<file path="src/rtl/tc_pkg.sv">
package tc_pkg;
  localparam int ILEN = 16;
  localparam int PCW  = 12;
  localparam int FLDW = 4;

  localparam logic [3:0] OP_MOV  = 4'd0;
  localparam logic [3:0] OP_MOVI = 4'd1;
  localparam logic [3:0] OP_ADD  = 4'd2;
  localparam logic [3:0] OP_SUB  = 4'd3;
  localparam logic [3:0] OP_CMP  = 4'd4;
  localparam logic [3:0] OP_JCC  = 4'd5;
  localparam logic [3:0] OP_JMP  = 4'd6;
  localparam logic [3:0] OP_CALL = 4'd7;
  localparam logic [3:0] OP_RET  = 4'd8;
  localparam logic [3:0] OP_NOP  = 4'd9;
  localparam logic [3:0] OP_IN   = 4'd10;
  localparam logic [3:0] OP_OUT  = 4'd11;
  localparam logic [3:0] OP_MUL  = 4'd12;

  localparam logic [3:0] CC_EQ = 4'd0;
  localparam logic [3:0] CC_LT = 4'd1;
  localparam logic [3:0] CC_GT = 4'd2;
  localparam logic [3:0] CC_LE = 4'd3;
  localparam logic [3:0] CC_GE = 4'd4;
  localparam logic [3:0] CC_NE = 4'd5;

  typedef enum logic [1:0] {ST_FETCH, ST_EXEC, ST_HALT} state_e;

  typedef struct packed {
    logic z;
    logic n;
    logic v;
  } flags_t;
endpackage

</file>
<file path="src/rtl/tc_alu.sv">
module tc_alu
  import tc_pkg::*;
#(
  parameter int DW = 16
) (
  input  logic [3:0]    op,
  input  logic [DW-1:0] a,
  input  logic [DW-1:0] b,
  output logic [DW-1:0] result,
  output flags_t        cmp_flags
);
  logic [DW-1:0] sum, diff, prod;

  assign sum  = a + b;
  assign diff = a - b;
  assign prod = a * b;

  always_comb begin
    case (op)
      OP_ADD:  result = sum;
      OP_SUB:  result = diff;
      OP_MUL:  result = prod;
      default: result = '0;
    endcase
  end

  assign cmp_flags.z = (diff == '0);
  assign cmp_flags.n = diff[DW-1];
  assign cmp_flags.v = (a[DW-1] ^ b[DW-1]) & (diff[DW-1] ^ a[DW-1]);
endmodule

</file>
<file path="src/rtl/tc_cond.sv">
module tc_cond
  import tc_pkg::*;
(
  input  flags_t     flags,
  input  logic [3:0] cc,
  output logic       take,
  output logic       cc_ok
);
  logic lt;
  assign lt = flags.n ^ flags.v;

  always_comb begin
    cc_ok = 1'b1;
    case (cc)
      CC_EQ:   take = flags.z;
      CC_LT:   take = lt;
      CC_GT:   take = ~flags.z & ~lt;
      CC_LE:   take = flags.z | lt;
      CC_GE:   take = ~lt;
      CC_NE:   take = ~flags.z;
      default: begin
        take  = 1'b0;
        cc_ok = 1'b0;
      end
    endcase
  end
endmodule

</file>
<file path="src/rtl/tc_regfile.sv">
module tc_regfile #(
  parameter int NREG = 16,
  parameter int DW   = 16
) (
  input  logic                    clk,
  input  logic                    rst_n,
  input  logic [$clog2(NREG)-1:0] ra,
  input  logic [$clog2(NREG)-1:0] rb,
  input  logic                    we,
  input  logic [$clog2(NREG)-1:0] wa,
  input  logic [DW-1:0]           wd,
  output logic [DW-1:0]           rd_a,
  output logic [DW-1:0]           rd_b
);
  logic [DW-1:0] regs [NREG];

  always_ff @(posedge clk or negedge rst_n) begin
    if (!rst_n) begin
      for (int i = 0; i < NREG; i++) regs[i] <= '0;
    end else if (we) begin
      regs[wa] <= wd;
    end
  end

  assign rd_a = regs[ra];
  assign rd_b = regs[rb];
endmodule

</file>
<file path="src/rtl/tc_retstack.sv">
module tc_retstack #(
  parameter int DEPTH = 16,
  parameter int W     = 12
) (
  input  logic         clk,
  input  logic         rst_n,
  input  logic         push,
  input  logic         pop,
  input  logic [W-1:0] din,
  output logic [W-1:0] top,
  output logic         full,
  output logic         empty
);
  localparam int IW = $clog2(DEPTH);
  localparam int CW = $clog2(DEPTH + 1);

  logic [W-1:0]  mem [DEPTH];
  logic [CW-1:0] count;
  logic [IW-1:0] wr_idx, rd_idx;

  assign wr_idx = count[IW-1:0];
  assign rd_idx = count[IW-1:0] - IW'(1);
  assign full   = (count == CW'(DEPTH));
  assign empty  = (count == '0);
  assign top    = mem[rd_idx];

  always_ff @(posedge clk or negedge rst_n) begin
    if (!rst_n) count <= '0;
    else if (push) count <= count + CW'(1);
    else if (pop) count <= count - CW'(1);
  end

  always_ff @(posedge clk) begin
    if (push) mem[wr_idx] <= din;
  end

  a_r11_no_push_full: assert property (@(posedge clk) disable iff (!rst_n) push |-> !full);
  a_r11_no_pop_empty: assert property (@(posedge clk) disable iff (!rst_n) pop |-> !empty);
  a_r8_one_op:        assert property (@(posedge clk) disable iff (!rst_n) !(push && pop));
  a_r8_count_bound:   assert property (@(posedge clk) disable iff (!rst_n) count <= CW'(DEPTH));
endmodule

</file>
<file path="src/rtl/tiny_core.sv">
module tiny_core
  import tc_pkg::*;
#(
  parameter int DW       = 16,
  parameter int NREG     = 16,
  parameter int RS_DEPTH = 16
) (
  input  logic                   clk,
  input  logic                   rst_n,
  output logic [tc_pkg::PCW-1:0] imem_addr,
  input  logic [15:0]            imem_rdata,
  input  logic                   in_valid,
  output logic                   in_ready,
  input  logic [DW-1:0]          in_data,
  output logic                   out_valid,
  input  logic                   out_ready,
  output logic [DW-1:0]          out_data,
  output logic                   fault
);
  state_e         state;
  logic [PCW-1:0] pc, pc_next, pc_inc, br_tgt, rs_top;
  flags_t         flags, cmp_flags;

  logic [3:0]    op, fd, fa, fb;
  logic [DW-1:0] rd_a, rd_b, alu_res, wdata;
  logic [3:0]    wa;
  logic          exec, take, cc_ok, rs_full, rs_empty;
  logic          bad_op, bad_cc, stk_err, fault_now, io_wait, fire, we, push, pop;

  assign op = imem_rdata[15:12];
  assign fd = imem_rdata[11:8];
  assign fa = imem_rdata[7:4];
  assign fb = imem_rdata[3:0];

  assign exec      = (state == ST_EXEC);
  assign bad_op    = (op > OP_MUL);
  assign bad_cc    = (op == OP_JCC) && !cc_ok;
  assign stk_err   = ((op == OP_CALL) && rs_full) || ((op == OP_RET) && rs_empty);
  assign fault_now = bad_op || bad_cc || stk_err;
  assign io_wait   = ((op == OP_IN) && !in_valid) || ((op == OP_OUT) && !out_ready);
  assign fire      = exec && !fault_now && !io_wait;

  assign in_ready  = exec && (op == OP_IN);
  assign out_valid = exec && (op == OP_OUT);
  assign out_data  = rd_b;
  assign imem_addr = pc;
  assign fault     = (state == ST_HALT);

  assign push = fire && (op == OP_CALL);
  assign pop  = fire && (op == OP_RET);

  assign pc_inc = pc + PCW'(1);
  assign br_tgt = imem_rdata[7] ? (pc - PCW'(imem_rdata[6:0])) : (pc + PCW'(imem_rdata[6:0]));

  always_comb begin
    case (op)
      OP_JMP, OP_CALL: pc_next = imem_rdata[PCW-1:0];
      OP_RET:          pc_next = rs_top;
      OP_JCC:          pc_next = take ? br_tgt : pc_inc;
      default:         pc_next = pc_inc;
    endcase
  end

  always_comb begin
    we = 1'b0;
    wa = fd;
    wdata = alu_res;
    case (op)
      OP_MOV: begin
        we = fire;
        wa = fa;
        wdata = rd_b;
      end
      OP_MOVI: begin
        we = fire;
        wdata = DW'(imem_rdata[7:0]);
      end
      OP_ADD, OP_SUB, OP_MUL: we = fire;
      OP_IN: begin
        we = fire;
        wa = fb;
        wdata = in_data;
      end
      default: we = 1'b0;
    endcase
  end

  always_ff @(posedge clk or negedge rst_n) begin
    if (!rst_n) begin
      state <= ST_FETCH;
      pc    <= '0;
      flags <= '0;
    end else begin
      case (state)
        ST_FETCH: state <= ST_EXEC;
        ST_EXEC: begin
          if (fault_now) begin
            state <= ST_HALT;
          end else if (fire) begin
            pc    <= pc_next;
            state <= ST_FETCH;
            if (op == OP_CMP) flags <= cmp_flags;
          end
        end
        default: state <= ST_HALT;
      endcase
    end
  end

  tc_regfile #(.NREG(NREG), .DW(DW)) u_rf (
    .clk(clk), .rst_n(rst_n), .ra(fa), .rb(fb), .we(we), .wa(wa), .wd(wdata),
    .rd_a(rd_a), .rd_b(rd_b)
  );

  tc_alu #(.DW(DW)) u_alu (
    .op(op), .a(rd_a), .b(rd_b), .result(alu_res), .cmp_flags(cmp_flags)
  );

  tc_cond u_cond (
    .flags(flags), .cc(fd), .take(take), .cc_ok(cc_ok)
  );

  tc_retstack #(.DEPTH(RS_DEPTH), .W(PCW)) u_rs (
    .clk(clk), .rst_n(rst_n), .push(push), .pop(pop), .din(pc_inc),
    .top(rs_top), .full(rs_full), .empty(rs_empty)
  );

  a_r12_halt_sticky: assert property (@(posedge clk) disable iff (!rst_n) fault |=> fault);
  a_r12_halt_quiet:  assert property (@(posedge clk) disable iff (!rst_n) fault |-> (!out_valid && !in_ready));
  a_r12_addr_frozen: assert property (@(posedge clk) disable iff (!rst_n) fault |=> $stable(imem_addr));
  a_r10_out_hold:    assert property (@(posedge clk) disable iff (!rst_n)
                       (out_valid && !out_ready) |=> (out_valid && $stable(out_data)));
  a_r9_in_wait:      assert property (@(posedge clk) disable iff (!rst_n) (in_ready && !in_valid) |=> in_ready);
  a_r2_addr_in_exec: assert property (@(posedge clk) disable iff (!rst_n)
                       (state == ST_FETCH) |=> $stable(imem_addr));
endmodule

</file>
<file path="config.mk">
export PLATFORM = sky130hd
export DESIGN_NAME = tiny_core
export DESIGN_NICKNAME = d
export VERILOG_FILES = /design/src/rtl/tc_pkg.sv /design/src/rtl/tc_alu.sv /design/src/rtl/tc_cond.sv /design/src/rtl/tc_regfile.sv /design/src/rtl/tc_retstack.sv /design/src/rtl/tiny_core.sv
export SDC_FILE = /design/constraint.sdc
export NUM_CORES = 1
export LEC_CHECK = 0
export BUFFER_PORTS_ARGS = -buffer_cell sky130_fd_sc_hd__buf_2
export CAP_MARGIN = 20
export CORE_MARGIN = 3
export CORE_UTILIZATION = 25
export DETAILED_ROUTE_END_ITERATION = 16
export MAX_ROUTING_LAYER = met4
export PLACE_DENSITY = 0.37
export SYNTH_ARGS = -nofsm -noshare
export SYNTH_HDL_FRONTEND = slang
export SYNTH_SLANG_ARGS = --single-unit
</file>
<file path="constraint.sdc">
create_clock -name clk -period 6.07 [get_ports clk]
set_input_delay 0 -clock clk [delete_from_list [all_inputs] [get_ports clk]]
set_output_delay 0 -clock clk [all_outputs]
set_load 0.02 [all_outputs]
</file>
# [After elaboration in Yosys (flattened, before gate mapping)]
# Memories as Yosys holds them, arrays and structs flattened.
# Cells that the tools add are included.
[word_totals] regBits=278 output_inout_bits=31 in_bits=36 ram_bits=192 word_cells=126 memories=1
[classes] add_sub_neg=8 order_cmp=5 n_mul=1 n_reduce_logical=32 bitwise=12 n_eq_ne=20 n_mux=25
[memory_table] memory="u_rs.mem" words=16 width=12 read_ports=1 rd_clocked_by_memory_dff=0 wr=1 line_no="tc_retstack.sv:17" text="logic [W-1:0] mem [DEPTH];"
[ops] cell="256-bit bitwise mux" count=1
[ops] cell="16-bit binary-select mux with 4-bit select" count=2
[ops] cell="16-bit case mux with 3 select lines" count=2
[ops] cell="16-bit two-way mux" count=5
[ops] cell="16-bit demux with 4-bit select" count=1
[ops] cell="12-bit case mux with 3 select lines" count=1
[ops] cell="4-bit by 3-bit equality test with 1-bit output, second input constant" count=6
[ops] cell="12-bit two-way mux" count=2
[ops] cell="16-bit adder" count=1
[ops] cell="4-bit by 2-bit equality test with 1-bit output, second input constant" count=4
[ops] cell="4-bit equality test, second input constant" count=4
[ops] cell="16-bit zero test" count=1
[ops] cell="16-bit by 16-bit multiplier with 16-bit output" count=1
[ops] cell="16-bit subtractor" count=1
[ops] cell="5-bit greater-or-equal comparator, second input constant" count=3
[ops] cell="4-bit inverter with 5-bit output" count=3
[ops] cell="12-bit by 1-bit adder with 12-bit output, second input constant" count=1
[ops] cell="12-bit by 7-bit adder with 12-bit output" count=1
[ops] cell="1-bit logical AND" count=12
[ops] cell="6-bit OR reduction" count=2
[ops] cell="12-bit by 7-bit subtractor with 12-bit output" count=1
[ops] cell="5-bit two-way mux" count=2
[ops] cell="4-bit by 1-bit equality test with 1-bit output, second input constant" count=2
[ops] cell="4-bit zero test" count=2
[ops] cell="other kinds (26)" count=42

# [Logic depth before layout (Yosys ltp)]
[depth] word_depth=13 depth_mapped=34 depth_no_buf=28

# [By module]
# A second synthesis with hierarchy kept.
[hier_totals] hier_cells=2276 area_unflattened_um2=29583.4
[modules_own_cells] mod="tc_regfile" cells_each=849 n_inst=1 seq_area_each_um2=6406.1 area_each_um2=13470.4
[modules_own_cells] mod="tc_retstack" cells_each=368 n_inst=1 seq_area_each_um2=5890.6 area_each_um2=7932.6
[modules_own_cells] mod="tc_alu" cells_each=723 n_inst=1 seq_area_each_um2=0.0 area_each_um2=5635.4
[modules_own_cells] mod="tiny_core" cells_each=325 n_inst=1 seq_area_each_um2=425.4 area_each_um2=2466.1
[modules_own_cells] mod="tc_cond" cells_each=11 n_inst=1 seq_area_each_um2=0.0 area_each_um2=78.8

# [Least setup slack after synthesis]
# Ideal clock, no wire load.
[synth_path] path_type="in2reg" startpoint="input imem_rdata[1]" endpoint="register u_rf.regs[127] in the netlist's numbering" required_ns=5.945 setup_ns=0.125 path_slack_ns=-0.862 n_path_buf=6 stages=28 t_arrival_ns=6.807 cell_sequence="buf_2 buf_2 buf_2 buf_1 mux4_2 a21oi_1 o211ai_1 clkbuf_1 nand2_1 fa_1 fa_1 inv_1 fa_1 fa_1 inv_1 fa_1 fa_1 xnor2_1 xnor2_1 xnor2_1 xnor2_1 xnor2_1 xnor3_2 xnor3_1 nand2_2 o211ai_4 buf_6 mux2_4"
[synth_between] elab_chain_len=8 elab_cells_between_ends=17 cone_classes="add/sub: 2; mul: 1; order compare: 2; mux: 9; bitwise: 2; reduce/logical: 1"
[synth_rtl] item="start, declared" line_no="tiny_core.sv:11" text="input logic [15:0] imem_rdata,"
[synth_rtl] item="4-bit inverter with 5-bit output (implied by the code) *" line_no="tc_regfile.sv:26" text="assign rd_b = regs[rb];"
[synth_rtl] item="16-bit binary-select mux with 4-bit select *" line_no="tc_regfile.sv:26"
[synth_rtl] item="16-bit two-way mux (implied by the code) * (2 in series)" line_no="tc_regfile.sv:26"
[synth_rtl] item="via out_data[3]" line_no="tiny_core.sv:17" text="output logic [DW-1:0] out_data,"
[synth_rtl] item="16-bit by 16-bit multiplier with 16-bit output (tied with other cells)" line_no="tc_alu.sv:16" text="assign prod = a * b;"
[synth_rtl] item="16-bit case mux with 3 select lines *" line_no="tc_alu.sv:19" text="case (op)"
[synth_rtl] item="16-bit case mux with 3 select lines *" line_no="tiny_core.sv:68" text="case (op)"
[synth_rtl] item="256-bit bitwise mux *" line_no="tc_regfile.sv:21" text="regs[wa] <= wd;"
[synth_rtl] item="end signal, assigned by index" line_no="tc_regfile.sv:21"
[synth_rtl] item="end, declared" line_no="tc_regfile.sv:15" text="logic [DW-1:0] regs [NREG];"
# Mark *: on every way through the listed nets, which the timed path passes. The rest lies on a longest branch. The select of a mux whose other input is x is not followed.
# A chain may end at the register's enable or synchronous reset.

# [Final worst setup path]
[layout_path] startpoint="register u_rf.regs[193] in the netlist's numbering" endpoint="register u_rf.regs[223] in the netlist's numbering"
[layout_between] elab_chain_len=7 elab_cells_between_ends=12 cone_classes="add/sub: 2; mul: 1; mux: 9"
[layout_rtl] item="16-bit binary-select mux with 4-bit select (on tied branches)" line_no="tc_regfile.sv:25, tc_regfile.sv:26"
[layout_rtl] item="16-bit two-way mux (on tied branches) (2 in series)" line_no="tc_regfile.sv:25, tc_regfile.sv:26"
[layout_rtl] item="16-bit by 16-bit multiplier with 16-bit output (tied with other cells)" line_no="tc_alu.sv:16"
[layout_rtl] item="16-bit case mux with 3 select lines *" line_no="tc_alu.sv:19"
[layout_rtl] item="16-bit case mux with 3 select lines *" line_no="tiny_core.sv:68"
[layout_rtl] item="256-bit bitwise mux *" line_no="tc_regfile.sv:21"
# Mark *: on every way between the ends. The rest lies on a longest branch, timed or not. The select of a mux whose other input is x is not followed.

==> qor.csv <==
stage;metric;value;unit
setup_path;rrSetupSlack;-0.76;ns
yosys;netlist_area;29100;um2
setup_path;path_common_cell;fa_1;
sta;worst_hold_slack;0.00731;ns
sta;fin_crit;6.83;ns
cells_and_area;nNetsFinal;3076;
run;drv_cap;0;
setup_path;cpPeakStageDelay;0.64;ns
grt;grt_max_degree;181;
place;dpl.hpwl;75.8;mm
cells_and_area;stdcell_area;37100;um2
yosys;synth_async_sr_flop_share;59.1;%
power;ir_worst_vdd;0.000201;V
power;power_leakage;0.0154;uW
cells_and_area;instances_no_fill;4417;
yosys;ys_warn_count;0;
sta;relSlewSlack;24.9;%
place;place_area;33700;um2
clock_network;root_buffer;clkbuf_16;
die;rows;124;
die;start_util;25.3;%
power;seq_power_share;38.2;%
setup_path;crit_arrival;7.38;ns
power;cellPowerDensity;273;nW/um2
place;post-place-ws;-0.983;ns
yosys;yosysSeqAreaShare;43.7;%
die;die_w;347;um
run_status;violations;negative setup slack;
grt;grt_pass1_wl;155;mm
setup_path;endpoint_kind;flop;
clock_network;cts_sinks;470;
setup_path;reg2reg_from;u_rf.regs[193];
yosys;synth_edf_count;192;
power;p_int;6820;uW
cells_and_area;multi_input_area;15900;um2
clock_network;numCtsBuffers;57;
power;p_sw;3290;uW
setup_path;crit_slowest_cell;mux4_2;
grt;grt_pass1_vias;22316;
place;io_buffers;66;
yosys;yosys.area.top_type_share;23.9;%
power;clkPwrFrac;34.3;%
yosys;syn_inst;2485;
die;io_pins;67;
sta;worstMarginPinSlew;1.12;ns
routing;drtAntennaViolNets;0;
grt;antenna_found_initial;4;
routing;vias;21522;
power;power;10100;uW
clock_network;clkTransAtPathRegs;0.06;ns
setup_path;required;6.62;ns
sta;setup_viol;114;
place;place_inst;4256;
yosys;synth_area_leaders;dfrtp_1 24%, edfxtp_1 20%, mux4_2 13%, fa_1 5.8%, ha_1 4.3%;
clock_network;cts_tree;done;
routing;wirelength;106;mm
setup_path;cp-start-kind;flop;
setup_path;r2r-end;u_rf.regs[223];
sta;finalClockSkew;0.0297;ns
min_path;hp-class;input port to asynchronous set/reset pin;
grt;overflow;0;
yosys;synthTopCellsByCount;332 x nand2_1, 278 x dfrtp_1, 227 x o21ai_0;
power;combPwrFrac;27.4;%
power;swShare;32.6;%
routing;drc;0;
yosys;synthDistinctLibCells;80;
routing;viasPerCell;4.87;
clock_network;cts_max_level;2;
place;place_congestion;0.865;
setup_path;worst-path-max-fanout;8;
yosys;synth_nets;2705;
yosys;yosys_most_used_dff;dfrtp_1;
sta;fin_crit_sh;113;%
sta;timing.fmax;146;MHz
cells_and_area;seqCellArea;12700;um2
sta;slew_viol_final;0;
routing;drt-initial-drc-count;1462;
sta;rsz0062_at_grt;yes;
die;core;115000;um2
yosys;ys_ff_latch;470;
die;die_y;347;um
routing;wl_per_cell;24.0;um
setup_path;crit_path_cell_trace;mux4_2 -> mux4_2 -> buf_6 -> buf_6 -> nand2_2 -> fa_1 -> fa_1 -> inv_2 -> fa_1 -> fa_1 -> fa_1 -> inv_1 -> fa_1 -> inv_2 -> ha_4 -> or3_1 -> o21ai_1 -> a31oi_1 -> xnor3_1 -> nand2_2 -> o211ai_4 -> mux2_4;
die;die-area;121000;um2
sta;finalHoldViolCount;0;
yosys;syn_avg_cell_area;11.7;um2
cells_and_area;fillers;11514;
sta;setup_ws;-0.761;ns
grt;grt_util_all_layers;17.8;%
cells_and_area;area_growth;27.5;%
setup_path;reg2regPathDepth;22;
yosys;yosys.area.top_type;dfrtp_1;
setup_path;critPathKind;flop to flop;
run_status;status;finished with violations;
yosys;yosysMostFrequentCell;nand2_1;
clock_network;clkLatencyLatePin;0.67;ns
cells_and_area;drive_gt1_share;33.4;%
routing;first_pass_iters;7;
clock_network;cts_max_path_buffers;3;
==> how the worst max path moves through the flow <==
| stage | startpoint | to | slack (ns) | cells past startpoint |
|---|---|---|---|---|
| 3_3_place_gp | imem_rdata[4] | u_rf.regs[159] | -0.90 | 24 |
| 3_5_place_dp | imem_rdata[4] | u_rf.regs[47] | -0.98 | 23 |
| 5_1_grt | u_rf.regs[130] | u_rf.regs[59] | -0.97 | 25 |
| 4_1_cts | u_rf.regs[130] | u_rf.regs[223] | -0.70 | 21 |
| 6_report | u_rf.regs[193] | u_rf.regs[223] | -0.76 | 22 |
| 2_1_floorplan | u_rf.regs[137] | u_rf.regs[127] | -0.28 | 22 |
==> power by group through the flow <==
stage	Sequential, uW	Combinational, uW	Clock, uW
5_1_grt	3890	3040	3700
3_5_place_dp	3930	2730	0
6_report	3870	2770	3470
4_1_cts	3870	2750	3590
2_1_floorplan	3880	1710	0
3_3_place_gp	3930	2700	0
==> per-layer routing <==
layer	routed length (um)	part of all wire, %	global-route usage (%)	vias to the layer above
met3	5260	5.0	2.09	109
met2	47700	45	27.2	490
li1	-	-	-	9757
met1	50800	48	25.1	11166
met4	2240	2.1	4.48	0
met5	0	0	-	-
==> state kept, by name, summed over array words and instances, names as in the netlist <==
signal      flops
flags           3
state           2
u_rs.count      5
u_rf.regs     256
u_rs.mem      192
imem_addr      12
==> area by class of cell <==
class                           count  share of cell area [%]
Multi-Input combinational cell   1679                    42.9
Sequential cell                   470                    34.3
Timing Repair Buffer              468                    10.8
Tap cell                         1512                    5.10
Clock buffer                       74                    4.26
Inverter                          180                    1.83
Clock inverter                     30                   0.837
Antenna cell                        4                  0.0270
==> cells in the final DEF, fill, tap and decap left out, drive strengths merged, types with 19 or more instances in the layout <==
| cell type | instances |
|---|---|
| and2 | 34 |
| nor2 | 127 |
| fa | 84 |
| nand2 | 334 |
| clkinv | 19 |
| inv | 184 |
| dfrtp | 278 |
| nor2b | 35 |
| a21oi | 77 |
| o21ai | 230 |
| ha | 100 |
| nor3 | 20 |
| clkbuf | 78 |
| a211oi | 22 |
| mux2 | 75 |
| edfxtp | 192 |
| mux2i | 48 |
| buf | 452 |
| a31oi | 26 |
| mux4 | 180 |
| a22oi | 22 |
| xnor2 | 65 |
==> per-stage QoR <==
stage | setup TNS (ns) | utilization [%]
finish | -56.41 | 32.3
global route | -87.17 | 32.3
CTS | -54.98 | 31.2
detailed placement | -88.49 | 29.3
global placement | -88.24 | 29.3
floorplan | -6.59 | -
==> critical path, delay by kind of cell, from the launching register on <==
kind,cells,cell delay (ns)
AOI/OAI and AO/OA,3,0.29
and+or+nand+nor,3,0.51
DFF,1,0.40
muxes,3,1.46
adders and majority gates,7,3.18
xor gates and xnor gates,1,0.39
buffers and inverters,5,0.47
==> logic make-up (layout without fill, tap and decap cells) <==
logic type | Yosys count | count (layout) | synth area share (%)
AO/OA/AOI/OAI | 489 | 490 | 10.4
other | 0 | 4 | 0
multiplexers | 303 | 303 | 18.9
XOR/XNOR | 82 | 82 | 2.66
flip-flops | 470 | 470 | 43.7
AND/OR/NAND/NOR | 620 | 620 | 9.26
adder cells (fa/ha/maj) | 184 | 184 | 10.1
buffers and inverters | 337 | 752 | 4.98
==> timing repair <==
item | in CTS | in global routing
endpoints found under the hold margin | 158 | 0
pin swaps | 5 | 72
gates cloned | 1 | 8
hold buffers | 12 | 0
resized for setup | 20 | 250
setup endpoints to repair | 160 | 160
setup buffers | 5 | 22
(Power assumes the default switching activity.)
